===== config.mk =====
export PLATFORM = sky130hd
export DESIGN_NAME = vid_prio_sel
export DESIGN_NICKNAME = d
export VERILOG_FILES = /design/src/rtl/vps_pkg.sv /design/src/rtl/vps_rst_sync.sv /design/src/rtl/vps_aux_cond.sv /design/src/rtl/vps_prio.sv /design/src/rtl/vps_out_reg.sv /design/src/rtl/vid_prio_sel.sv
export SDC_FILE = /design/constraint.sdc
export NUM_CORES = 1
export LEC_CHECK = 0
export BUFFER_PORTS_ARGS = -buffer_cell sky130_fd_sc_hd__buf_2
export CAP_MARGIN = 15
export CORE_AREA = 4 4 41 43
export CTS_CLUSTER_DIAMETER = 60
export DETAILED_ROUTE_END_ITERATION = 6
export DIE_AREA = 0 0 45 47
export PLACE_DENSITY_LB_ADDON = 0.08
export SYNTH_ARGS = -nofsm -noshare
export SYNTH_HDL_FRONTEND = slang
export SYNTH_SLANG_ARGS = --single-unit

===== constraint.sdc =====
create_clock -name clk -period 1.88 [get_ports clk]
set_clock_uncertainty 0.15 [all_clocks]
set_input_delay 0.47 -clock clk [delete_from_list [all_inputs] [get_ports clk]]
set_output_delay 0.47 -clock clk [all_outputs]
set_load 0.01 [all_outputs]

===== src/rtl/vps_pkg.sv =====
package vps_pkg;
  typedef enum logic [1:0] {
    SEL_AUX_LO = 2'b00,
    SEL_BG     = 2'b01,
    SEL_SPR    = 2'b10,
    SEL_AUX_HI = 2'b11
  } vps_sel_e;
  localparam int NSRC = 4;
endpackage


===== src/rtl/vps_rst_sync.sv =====
module vps_rst_sync #(
  parameter int STAGES = 2
) (
  input  logic clk,
  input  logic rst_n_async,
  output logic rst_n_sync
);
  logic [STAGES-1:0] chain_q;
  logic [STAGES-1:0] chain_d;

  always_comb begin
    chain_d = {chain_q[STAGES-2:0], 1'b1};
  end

  always_ff @(posedge clk or negedge rst_n_async) begin
    if (!rst_n_async) chain_q <= '0;
    else              chain_q <= chain_d;
  end

  assign rst_n_sync = chain_q[STAGES-1];
endmodule


===== src/rtl/vps_aux_cond.sv =====
module vps_aux_cond #(
  parameter int CW = 4
) (
  input  logic          clk,
  input  logic          rst_n,
  input  logic          aux_top_n,
  input  logic          aux_ctl_drv,
  input  logic          aux_present,
  input  logic [CW-1:0] aux_col,
  output logic          aux_hi_act,
  output logic [CW-1:0] aux_col_eff
);
  logic top_n_eff;

  always_comb begin
    top_n_eff   = aux_ctl_drv ? aux_top_n : 1'b1;
    aux_hi_act  = ~top_n_eff;
    aux_col_eff = aux_present ? aux_col : '0;
  end

  a_r6_undriven_low: assert property (@(posedge clk) disable iff (!rst_n)
    !aux_ctl_drv |-> !aux_hi_act);
  a_r7_absent_zero: assert property (@(posedge clk) disable iff (!rst_n)
    !aux_present |-> (aux_col_eff == '0));
endmodule


===== src/rtl/vps_prio.sv =====
module vps_prio
  import vps_pkg::*;
#(
  parameter int CW      = 4,
  parameter int NPLANES = 2
) (
  input  logic               clk,
  input  logic               rst_n,
  input  logic [NPLANES-1:0] spr_planes,
  input  logic               bg_on,
  input  logic [CW-1:0]      spr_col,
  input  logic [CW-1:0]      bg_col,
  input  logic [CW-1:0]      aux_col_eff,
  input  logic               aux_hi_act,
  output vps_sel_e           sel_nxt,
  output logic [CW-1:0]      col_nxt
);
  logic              spr_any;
  logic [CW-1:0]     src [NSRC];

  assign spr_any = |spr_planes;

  always_comb begin
    src[SEL_AUX_LO] = aux_col_eff;
    src[SEL_BG]     = bg_col;
    src[SEL_SPR]    = spr_col;
    src[SEL_AUX_HI] = aux_col_eff;
  end

  always_comb begin
    if (aux_hi_act)   sel_nxt = SEL_AUX_HI;
    else if (spr_any) sel_nxt = SEL_SPR;
    else if (bg_on)   sel_nxt = SEL_BG;
    else              sel_nxt = SEL_AUX_LO;
  end

  assign col_nxt = src[sel_nxt];

  a_r5_aux_on_top: assert property (@(posedge clk) disable iff (!rst_n)
    aux_hi_act |-> (sel_nxt == SEL_AUX_HI && col_nxt == aux_col_eff));
  a_r2_sprite_wins: assert property (@(posedge clk) disable iff (!rst_n)
    (!aux_hi_act && (spr_planes != '0)) |-> (sel_nxt == SEL_SPR && col_nxt == spr_col));
  a_r3_bg_next: assert property (@(posedge clk) disable iff (!rst_n)
    (!aux_hi_act && (spr_planes == '0) && bg_on) |-> (sel_nxt == SEL_BG && col_nxt == bg_col));
  a_r4_aux_lowest: assert property (@(posedge clk) disable iff (!rst_n)
    (!aux_hi_act && (spr_planes == '0) && !bg_on) |-> (sel_nxt == SEL_AUX_LO && col_nxt == aux_col_eff));
endmodule


===== src/rtl/vps_out_reg.sv =====
module vps_out_reg
  import vps_pkg::*;
#(
  parameter int CW = 4
) (
  input  logic          clk,
  input  logic          rst_n,
  input  logic          ce,
  input  vps_sel_e      sel_nxt,
  input  logic [CW-1:0] col_nxt,
  output vps_sel_e      sel_q,
  output logic [CW-1:0] col_q
);
  vps_sel_e      sel_d;
  logic [CW-1:0] col_d;

  always_comb begin
    sel_d = sel_q;
    col_d = col_q;
    if (ce) begin
      sel_d = sel_nxt;
      col_d = col_nxt;
    end
  end

  always_ff @(posedge clk or negedge rst_n) begin
    if (!rst_n) begin
      sel_q <= SEL_AUX_LO;
      col_q <= '0;
    end else begin
      sel_q <= sel_d;
      col_q <= col_d;
    end
  end

  a_r8_hold: assert property (@(posedge clk) disable iff (!rst_n)
    !ce |=> ($stable(col_q) && $stable(sel_q)));
  a_r8_capture: assert property (@(posedge clk) disable iff (!rst_n)
    ce |=> (col_q == $past(col_nxt) && sel_q == $past(sel_nxt)));
endmodule


===== src/rtl/vid_prio_sel.sv =====
module vid_prio_sel
  import vps_pkg::*;
#(
  parameter int CW      = 4,
  parameter int NPLANES = 2,
  parameter int RST_STG = 2
) (
  input  logic               clk,
  input  logic               rst_n,
  input  logic               pix_ce,
  input  logic [NPLANES-1:0] spr_planes,
  input  logic               bg_on,
  input  logic [CW-1:0]      spr_col,
  input  logic [CW-1:0]      bg_col,
  input  logic [CW-1:0]      aux_col,
  input  logic               aux_top_n,
  input  logic               aux_ctl_drv,
  input  logic               aux_present,
  output logic [CW-1:0]      pix_col,
  output logic [1:0]         pix_sel
);
  logic          rst_n_s;
  logic          aux_hi_act;
  logic [CW-1:0] aux_col_eff;
  vps_sel_e      sel_nxt;
  logic [CW-1:0] col_nxt;
  vps_sel_e      sel_q;

  vps_rst_sync #(.STAGES(RST_STG)) u_rst (
    .clk(clk), .rst_n_async(rst_n), .rst_n_sync(rst_n_s)
  );

  vps_aux_cond #(.CW(CW)) u_aux (
    .clk(clk), .rst_n(rst_n_s),
    .aux_top_n(aux_top_n), .aux_ctl_drv(aux_ctl_drv),
    .aux_present(aux_present), .aux_col(aux_col),
    .aux_hi_act(aux_hi_act), .aux_col_eff(aux_col_eff)
  );

  vps_prio #(.CW(CW), .NPLANES(NPLANES)) u_prio (
    .clk(clk), .rst_n(rst_n_s),
    .spr_planes(spr_planes), .bg_on(bg_on),
    .spr_col(spr_col), .bg_col(bg_col),
    .aux_col_eff(aux_col_eff), .aux_hi_act(aux_hi_act),
    .sel_nxt(sel_nxt), .col_nxt(col_nxt)
  );

  vps_out_reg #(.CW(CW)) u_out (
    .clk(clk), .rst_n(rst_n_s), .ce(pix_ce),
    .sel_nxt(sel_nxt), .col_nxt(col_nxt),
    .sel_q(sel_q), .col_q(pix_col)
  );

  assign pix_sel = sel_q;
endmodule


==> impl_results.md <==
- Clock sink count: 8
- Lkg Pwr: 0.291 nW
- Synth Net Count: 70
- Pin count of the biggest net entering global routing: 13
- Post-Syn Instances: 49
- Root buf cell: clkbuf_4
- Final setup TNS: 0 ns
- Final core occ: 47.4%
- Initial antenna violation count: 0
- Most common cell after layout, fill and taps aside: buf_2
- Die X: 45 um
- WP data required: 1.86 ns
- Resized cells post-CTS: 0
- Vias in the first global route: 475
- Post-synthesis cell type count: 16
- Hold Path Class: register to register
- YS warnings: 0
- # H-tree levels: 1
- CP max FO: 8
- Final #Nets: 100
- Min-delay src: u_rst.chain_q[0]$_DFF_PN0_
- Critical Path AT: 1.42 ns
- Worst skew pair latency: 0.24 ns
- Die Area: 2120 sq um
- Outcome: complete, no violations
- Post-Syn Area per Cell: 9.06 sq um
- TritonCTS clock tree: yes
- Reg2reg start: u_rst.chain_q[1]$_DFF_PN0_
- Wirelength per Cell: 12.6 um
- Worst Setup Path Type: input pin to register
- Post-DP HPWL: 935 um
- Maximum buffer depth of the clock tree: 2
- Final period util: 76.9%
- DRC violations left: 0
- Flop and latch count out of synthesis: 8
- Clk slew on worst S/H paths: 0.05 ns
- Layout Area Growth over Synthesis: 38.9%
- Die extent in y: 47 um
- Core footprint: 1300 sq um
- Starting Density: 34.1%
- ANT nets after route: 0
- Max Clock Freq: 692 MHz
- DR vias/cell: 5.05
- Layout cells sized above 1: 37.7%
- # Post-CTS Setup Buffers: 0
- DR iter-0 viols: 6
- Pre-antenna DRT Iters: 2
- Max-Cap Viols: 0
- PwrDens: 677 nW/um^2
- Cts hold-fix bufs: 2
- Routability cong.: 0.756
- Seq/Total Area, Yosys: 45.1%
- Number of I/O port buffers: 26
- Fin. Hold Viols: 0
- Crit. Startpoint: spr_planes[1]
- IO Pins: 27
- Critical path startpoint category: input pin
- Min Tclk post-route: 1.45 ns
- Fin. max-slew vios: 0
- Post-Syn Area: 444 sq um
- Num CTS Buffers: 3
- VDD IR max: 0.367 mV
- GRT Total Usage: 13.0%
- Finish-stage setup viols: 0
- Kind of end point of the critical path: register
- Vias after detailed routing: 465
- Total congestion overflow: 0
- Row count: 13
- Commonest cells after routing, fill and taps aside: buf_2, nand2_1, dfrtp_1
- Unrepaired setup endpoints after global routing: no
- First-pass GRT wire length: 1.96 mm
- WL final: 1.16 mm
- ANT cells: 0
-- routing by layer --
metal | GRT usage [%] | part of all wire (%) | vias to the layer above
met2 | 22.9 | 49 | 18
met3 | 6.13 | 9.6 | 0
met1 | 14.2 | 42 | 208
met5 | 0 | 0 | -
li1 | - | - | 239
met4 | 3.51 | 0 | 0
-- worst paths after layout --
| path | end | slack, ns | cells after the start |
|---|---|---|---|
| setup reg to reg | u_out.col_q[3]$_DFFE_PN0P_ | 0.84 | 1 |
| min in group asynchronous | u_rst.chain_q[0]$_DFF_PN0_ | 0.39 | 2 |
| max in group asynchronous | u_out.col_q[3]$_DFFE_PN0P_ | 0.84 | 1 |
| hold / removal | u_rst.chain_q[1]$_DFF_PN0_ | 0.21 | 0 |
| setup / recovery | u_out.col_q[2]$_DFFE_PN0P_ | 0.43 | 4 |
| hold reg to reg | u_rst.chain_q[1]$_DFF_PN0_ | 0.21 | 0 |
-- critical path, cell delays in order --
cell and delay (ns):
buf_2 0.10, or2_1 0.31, and3_1 0.22, o32a_1 0.32
-- area by class of cell --
cell class              count  area [sq um]
clock buffers               3          22.5
fillers                   147           684
multi-input cells          38           225
flip-flops and latches      8           200
well taps                  15          18.8
repair buffers             28           150
-- state kept, by name, indices dropped and copies added, names as in the netlist --
register       cells
u_out.sel_q        2
u_rst.chain_q      2
u_out.col_q        4
-- synth_stat cells (all sizes together) --
cell / instances / area, sq um
nand2b: 1 / 6.26
o32a: 4 / 40.0
nand3b: 4 / 30.0
nor2: 3 / 11.3
conb: 1 / 3.75
a31oi: 1 / 6.26
nand2: 8 / 30.0
nor2b: 1 / 6.26
buf: 1 / 11.3
or2: 1 / 6.26
o21ai: 4 / 20.0
a21oi: 2 / 10.0
dfrtp: 8 / 200
and3: 4 / 25.0
clkbuf: 2 / 7.51
a211oi: 4 / 30.0
-- report_power, final --
group / internal [mW] / total (mW) / leakage, nW / switching, mW
registers: 0.189 / 0.196 / 0.0910 / 0.00751
clock network: 0.0727 / 0.126 / 0.0138 / 0.0538
logic: 0.0481 / 0.0951 / 0.186 / 0.0470
-- metrics by stage --
| step | cell area (sq um) | power, mW | setup WS, ns | hold slack, ns | instances |
|---|---|---|---|---|---|
| floorplan | 444 | 0.248 | 0.319 | -0.0822 | 49 |
| global placement | 574 | 0.292 | 0.191 | -0.0439 | 87 |
| detailed placement | 574 | 0.293 | 0.176 | -0.0384 | 87 |
| CTS | 617 | 0.430 | 0.442 | 0.212 | 92 |
| global route | 617 | 0.454 | 0.383 | 0.226 | 92 |
| finish | 617 | 0.418 | 0.435 | 0.211 | 92 |
-- cell families after synthesis --
kind of cell / after synthesis / share of synthesized area [%]
other cells: 1 / 0.844
simple gates: 22 / 25.9
flops: 8 / 45.1
buf+inv: 3 / 4.23
compound gates: 15 / 23.9
(Power assumes the default switching activity.)
